==> src/rtl/trap_ctl_pkg.sv <==
package trap_ctl_pkg;

    localparam int REG_W   = 64;
    localparam int CLS_W   = 3;
    localparam int EL_W    = 2;

    // bit positions of the controls (architecturally fixed)
    localparam int BIT_CTL = 31;
    localparam int BIT_MON = 30;
    localparam int BIT_TRC = 20;
    localparam int BIT_FPU = 10;
    localparam int BIT_VEC = 8;

    localparam logic [EL_W-1:0] EL_TOP = 2'd3;

    typedef enum logic [CLS_W-1:0] {
        CLS_NONE   = 3'd0,
        CLS_EL2REG = 3'd1,
        CLS_EL1REG = 3'd2,
        CLS_MON    = 3'd3,
        CLS_TRC    = 3'd4,
        CLS_FPU    = 3'd5,
        CLS_VEC    = 3'd6,
        CLS_RSVD   = 3'd7
    } acc_cls_e;

    typedef struct packed {
        logic ctl_reg;
        logic mon;
        logic trc;
        logic fpu;
        logic vec_en;
    } ctl_t;

    function automatic logic [REG_W-1:0] ctl_pack(input ctl_t c);
        logic [REG_W-1:0] v;
        v          = '0;
        v[BIT_CTL] = c.ctl_reg;
        v[BIT_MON] = c.mon;
        v[BIT_TRC] = c.trc;
        v[BIT_FPU] = c.fpu;
        v[BIT_VEC] = c.vec_en;
        return v;
    endfunction

endpackage

==> src/rtl/trap_ctl_decode.sv <==
module trap_ctl_decode
    import trap_ctl_pkg::*;
(
    input  logic            sr_valid,
    input  logic            sr_write,
    input  logic [1:0]      sr_op0,
    input  logic [2:0]      sr_op1,
    input  logic [3:0]      sr_crn,
    input  logic [3:0]      sr_crm,
    input  logic [2:0]      sr_op2,
    input  logic [EL_W-1:0] sr_el,
    output logic            rd_en,
    output logic            wr_en,
    output logic            undef
);
    logic hit;
    logic legal;

    always_comb begin
        hit   = sr_valid && (sr_op0 == 2'b11) && (sr_op1 == 3'b110) &&
                (sr_crn == 4'b0001) && (sr_crm == 4'b0001) && (sr_op2 == 3'b010);
        legal = (sr_el == EL_TOP);
        rd_en = hit && legal && !sr_write;
        wr_en = hit && legal && sr_write;
        undef = hit && !legal;
    end
endmodule

==> src/rtl/trap_ctl_store.sv <==
module trap_ctl_store
    import trap_ctl_pkg::*;
#(
    parameter bit HAS_MON = 1'b1,
    parameter bit HAS_VEC = 1'b1,
    parameter bit HAS_TRC = 1'b1
) (
    input  logic             clk,
    input  logic             rst_n,
    input  logic             wr_en,
    input  logic             undef,
    input  logic [REG_W-1:0] wdata,
    output ctl_t             ctl_q
);
    typedef struct packed {
        ctl_t ctl;
    } state_t;

    state_t st_d, st_q;

    always_comb begin
        st_d = st_q;
        if (wr_en) begin
            st_d.ctl.ctl_reg = wdata[BIT_CTL];
            st_d.ctl.mon     = HAS_MON ? wdata[BIT_MON] : 1'b0;
            st_d.ctl.trc     = HAS_TRC ? wdata[BIT_TRC] : 1'b0;
            st_d.ctl.fpu     = wdata[BIT_FPU];
            st_d.ctl.vec_en  = HAS_VEC ? wdata[BIT_VEC] : 1'b0;
        end
    end

    always_ff @(posedge clk) begin
        if (!rst_n) st_q <= '0;
        else        st_q <= st_d;
    end

    assign ctl_q = st_q.ctl;

    // a refused access never alters the register
    p_undef_hold_r3: assert property (@(posedge clk) disable iff (!rst_n)
        undef |=> $stable(st_q));

    // a legal write loads the fixed bits from the data
    p_write_load_r4: assert property (@(posedge clk) disable iff (!rst_n)
        wr_en |=> (st_q.ctl.ctl_reg == $past(wdata[BIT_CTL])) &&
                  (st_q.ctl.fpu == $past(wdata[BIT_FPU])));

    // absent features stay zero
    p_absent_zero_r11: assert property (@(posedge clk) disable iff (!rst_n)
        1'b1 |=> (HAS_MON || !st_q.ctl.mon) && (HAS_VEC || !st_q.ctl.vec_en) &&
                 (HAS_TRC || !st_q.ctl.trc));
endmodule

==> src/rtl/trap_ctl_judge.sv <==
module trap_ctl_judge
    import trap_ctl_pkg::*;
#(
    parameter bit HAS_MON = 1'b1,
    parameter bit HAS_VEC = 1'b1,
    parameter bit HAS_TRC = 1'b1
) (
    input  logic             clk,
    input  logic             rst_n,
    input  ctl_t             ctl,
    input  logic [CLS_W-1:0] q_class,
    input  logic [EL_W-1:0]  q_el,
    input  logic             q_low_trap,
    output logic             q_trap
);
    logic below_top;
    logic vec_block;

    always_comb begin
        below_top = (q_el != EL_TOP);
        vec_block = HAS_VEC && !ctl.vec_en;
        unique case (acc_cls_e'(q_class))
            CLS_EL2REG: q_trap = ctl.ctl_reg && (q_el == 2'd2) && !q_low_trap;
            CLS_EL1REG: q_trap = ctl.ctl_reg && ((q_el == 2'd1) || (q_el == 2'd2)) && !q_low_trap;
            CLS_MON:    q_trap = HAS_MON && ctl.mon && below_top;
            CLS_TRC:    q_trap = HAS_TRC && ctl.trc && !q_low_trap;
            CLS_FPU:    q_trap = ctl.fpu;
            CLS_VEC:    q_trap = vec_block || ctl.fpu;
            default:    q_trap = 1'b0;
        endcase
    end

    // unused classes never trap
    p_none_quiet_r12: assert property (@(posedge clk) disable iff (!rst_n)
        ((q_class == CLS_NONE) || (q_class == CLS_RSVD)) |-> !q_trap);

    // lower-level trap takes the access
    p_defer_r6: assert property (@(posedge clk) disable iff (!rst_n)
        (q_low_trap && ((q_class == CLS_EL2REG) || (q_class == CLS_EL1REG))) |-> !q_trap);

    // EL3 itself is never trapped by the monitor control
    p_mon_top_r7: assert property (@(posedge clk) disable iff (!rst_n)
        ((q_class == CLS_MON) && (q_el == EL_TOP)) |-> !q_trap);

    // a clear vector enable always traps vector use
    p_vec_clear_r10: assert property (@(posedge clk) disable iff (!rst_n)
        (HAS_VEC && (q_class == CLS_VEC) && !ctl.vec_en) |-> q_trap);
endmodule

==> src/rtl/trap_ctl_unit.sv <==
module trap_ctl_unit
    import trap_ctl_pkg::*;
#(
    parameter bit HAS_MON = 1'b1,
    parameter bit HAS_VEC = 1'b1,
    parameter bit HAS_TRC = 1'b1
) (
    input  logic        clk,
    input  logic        rst_n,
    input  logic        sr_valid,
    input  logic        sr_write,
    input  logic [1:0]  sr_op0,
    input  logic [2:0]  sr_op1,
    input  logic [3:0]  sr_crn,
    input  logic [3:0]  sr_crm,
    input  logic [2:0]  sr_op2,
    input  logic [1:0]  sr_el,
    input  logic [63:0] sr_wdata,
    output logic [63:0] sr_rdata,
    output logic        sr_undef,
    input  logic [2:0]  q_class,
    input  logic [1:0]  q_el,
    input  logic        q_low_trap,
    output logic        q_trap
);
    localparam logic [REG_W-1:0] WR_MASK = ctl_pack('{ctl_reg: 1'b1, mon: HAS_MON,
                                                      trc: HAS_TRC, fpu: 1'b1,
                                                      vec_en: HAS_VEC});

    logic rd_en, wr_en;
    ctl_t ctl_q;

    trap_ctl_decode u_dec (
        .sr_valid (sr_valid), .sr_write (sr_write),
        .sr_op0   (sr_op0),   .sr_op1   (sr_op1),
        .sr_crn   (sr_crn),   .sr_crm   (sr_crm),
        .sr_op2   (sr_op2),   .sr_el    (sr_el),
        .rd_en    (rd_en),    .wr_en    (wr_en),
        .undef    (sr_undef)
    );

    trap_ctl_store #(.HAS_MON(HAS_MON), .HAS_VEC(HAS_VEC), .HAS_TRC(HAS_TRC)) u_st (
        .clk   (clk),   .rst_n (rst_n),
        .wr_en (wr_en), .undef (sr_undef),
        .wdata (sr_wdata & WR_MASK),
        .ctl_q (ctl_q)
    );

    trap_ctl_judge #(.HAS_MON(HAS_MON), .HAS_VEC(HAS_VEC), .HAS_TRC(HAS_TRC)) u_jd (
        .clk        (clk),     .rst_n      (rst_n),
        .ctl        (ctl_q),
        .q_class    (q_class), .q_el       (q_el),
        .q_low_trap (q_low_trap),
        .q_trap     (q_trap)
    );

    assign sr_rdata = rd_en ? ctl_pack(ctl_q) : '0;

    // reserved positions never read back as one
    p_rsvd_zero_r1: assert property (@(posedge clk) disable iff (!rst_n)
        (sr_rdata & ~WR_MASK) == '0);

    // a refused access returns no data
    p_undef_no_data_r3: assert property (@(posedge clk) disable iff (!rst_n)
        sr_undef |-> (sr_rdata == '0));
endmodule

==> config.mk <==
export PLATFORM = sky130hd
export DESIGN_NAME = trap_ctl_unit
export DESIGN_NICKNAME = d
export VERILOG_FILES = /design/src/rtl/trap_ctl_pkg.sv /design/src/rtl/trap_ctl_decode.sv /design/src/rtl/trap_ctl_store.sv /design/src/rtl/trap_ctl_judge.sv /design/src/rtl/trap_ctl_unit.sv
export SDC_FILE = /design/constraint.sdc
export NUM_CORES = 1
export LEC_CHECK = 0
export ABC_AREA = 1
export BUFFER_PORTS_ARGS = -buffer_cell sky130_fd_sc_hd__buf_2
export CAP_MARGIN = 20
export CORE_MARGIN = 4
export CORE_UTILIZATION = 30
export CTS_BUF_LIST = sky130_fd_sc_hd__clkbuf_4
export CTS_CLUSTER_SIZE = 14
export DETAILED_ROUTE_END_ITERATION = 10
export GPL_TIMING_DRIVEN = 0
export PLACE_DENSITY = 0.88
export REMOVE_ABC_BUFFERS = 1
export SYNTH_ARGS = -nofsm -noshare
export SYNTH_HDL_FRONTEND = slang
export SYNTH_HIERARCHICAL = 1
export SYNTH_SLANG_ARGS = --single-unit
==> constraint.sdc <==
create_clock -name clk -period 1.8 [get_ports clk]
set_input_delay 0.09 -clock clk [delete_from_list [all_inputs] [get_ports clk]]
set_output_delay 0.09 -clock clk [all_outputs]
set_load 0.05 [all_outputs]
==> key figures <==
Critical path
  • Worst Setup Start Kind: primary input
  • Critical Path Sink: sr_rdata[31]
  • R2R cell count: 2
  • CP max FO: 5
  • Critical path class: primary input to output pin
  • Worst flop-to-flop path startpoint: u_st/ctl_q[1]
  • Arr. time, crit path: 1340 ps
  • Critical path origin: sr_op1[0]
  • Worst r2r dst: u_st/ctl_q[1]
  • Worst setup EP type: output pin
  • Worst EP required: 1710 ps
  • Register-to-register setup slack: 1210 ps

Routing
  • Vias: 774
  • Routed len/inst: 7.56 µm
  • Routed vias/inst: 3.44
  • Post-route DRC: 0
  • TritonRoute pass-1 iters: 2
  • DRT iter0 DRCs: 9
  • Drt total wl: 1700 µm
  • Antenna Nets Post-Route: 0

Clock tree
  • CTS Buf Count: 3
  • Clk pin slew, worst setup/hold paths: 40 ps
  • Clock Sinks: 5
  • Hold Buf Count CTS: 0
  • CTS HTree Levels: 1
  • CTS tree: yes
  • Worst-skew pair later-pin latency: 240 ps
  • Root buffer cell: clkbuf_4
  • Post-cts repair resize count: 0
  • Post-CTS setup buffer count: 0
  • CTS Buffer Depth: 2

STA
  • Setup-failing EPs final: 0
  • Hold Slack: 105 ps
  • Period utilization: 79.2%
  • Final hold vios: 0
  • Max Freq: 0.701 GHz
  • Clk_skew: 0 ps
  • Final setup TNS: 0 ps
  • RSZ-0062 raised after global routing: false
  • Max Slew Vio Count: 0
  • Max_slew headroom: 60.5%
  • Worst-margin pin slew: 590 ps
  • Min Tclk post-route: 1430 ps

Synthesis
  • Mux cell area share after synthesis: 0%
  • Post-synth top area share: 48.2%
  • Leading area contributor after synthesis: buf_4
  • Largest family of logic cells by synthesized area: buffers and inverters
  • Cell variety after synth: 15
  • Top cells by area, synth: buf_4 (48%), nand2_1 (13%), dfxtp_1 (11%), inv_1 (9.4%), nor2_1 (8.2%)
  • Sequential fraction of the synthesis area: 10.9%
  • Post-Synth Simple-Gate Area: 25.6%
  • Synthesized flop and latch total: 5
  • Yosys warns: 6
  • Syn Area/Cell: 6.01 µm²
  • Xor and xnor area share after synthesis: 0%
  • Post-Syn Area: 920 µm²
  • Post-synthesis compound-gate area fraction: 1.63%
  • Post-synthesis adder-cell area fraction: 2.72%
  • Synthesized instance count: 153

Die
  • Die Wd: 63.4 µm
  • Initial Util: 32.2%
  • Die Footprint: 4020 µm²
  • Core area: 2850 µm²
  • Die Y: 63.4 µm
  • Row count: 19
  • I/O pin count: 158

GRT
  • First-pass GRT wire length: 2440 µm
  • GR Util All Layers: 7.42%
  • Antenna violations before repair: 0
  • Vias in the first global route: 578
  • Global route overflow: 0
  • Largest net degree at the start of global routing: 11

Placed design
  • Placed insts: 221
  • Routability cong.: 0.674
  • Hpwl dp: 1590 µm
  • # port buffers: 39

Status
  • Status: finished clean

Cells and area
  • Largest register FFs: 5
  • Share of cells above drive strength 1: 23.2%
  • ANT cells: 0
  • Finished Layout Cells: 225
  • Most frequent cells in the layout: conb_1 (59), buf_2 (39), nand2_1 (32)
  • Layout area overhead: 2.99%
  • Commonest non-fill, non-tap cell in the layout: conb_1
  • Layout Nets: 289

Power
  • PwrDens: 635 nW/µm²
  • Leakage power: 0.000674 µW
  • Peak supply drop: 0.000227 V

Hold path
  • HP Class: primary input to flip-flop

Job
  • Max-cap violations: 0
-- worst min path at each step --
stage	startpoint	end	slack (ps)	cells after the start
after global routing	rst_n	u_st/ctl_q[2]	110	3
after floorplan	rst_n	u_st/ctl_q[0]	210	2
after CTS	rst_n	u_st/ctl_q[0]	100	3
after global placement	rst_n	u_st/ctl_q[2]	360	3
final	rst_n	u_st/ctl_q[0]	110	3
after detailed placement	rst_n	u_st/ctl_q[0]	360	3
-- critical path, cell delays in order --
cell     delay, ps
buf_2           90
or2_0          210
nor2_1         140
nand4_1        130
nor2_1         280
nand2_1         90
inv_1           60
buf_2          250
-- per-stage QoR --
stage	setup WS, ps	total power [µW]	instance area, µm²	utilization [%]
after floorplan	470	412	683	-
after global placement	352	453	917	32.1
after detailed placement	311	455	917	32.1
after CTS	335	606	947	33.2
after global routing	195	627	947	33.2
final	374	601	947	33.2
-- layer usage --
layer	share of wire (%)	track usage, %
met1	36	8.43
met2	49	12.9
met3	15	1.95
met4	0.41	3.23
met5	0	0
-- cell type report --
type                       instances  area (µm²)
fill                             335        1910
multi-input combinational        123         497
timing repair buffer              39         195
sequential                         5         100
inverter                          23        86.3
tap                               31        38.8
clock buffer                       4        30.0
-- cell usage after synthesis, drive strengths merged --
| cell type | count |
|---|---|
| nor2 | 21 |
| inv | 23 |
| ha | 2 |
| dfxtp | 5 |
| or2 | 1 |
| nand2 | 33 |
| nand3 | 3 |
| buf | 60 |
| nand4 | 1 |
| a21oi | 1 |
| conb | 1 |
| o21ai | 2 |
-- where the power goes --
group	internal, µW	switching (µW)	total [µW]
combinational	38.4	307	345
sequential	111	0.000206	111
clock	98.8	46.1	145
-- cell families after synthesis --
family | Yosys count
AND/OR/NAND/NOR | 59
other | 1
buffers and inverters | 83
flip-flops | 5
AO/OA/AOI/OAI | 3
adder cells (fa/ha/maj) | 2
No activity file was read; power rests on OpenSTA's default activity.
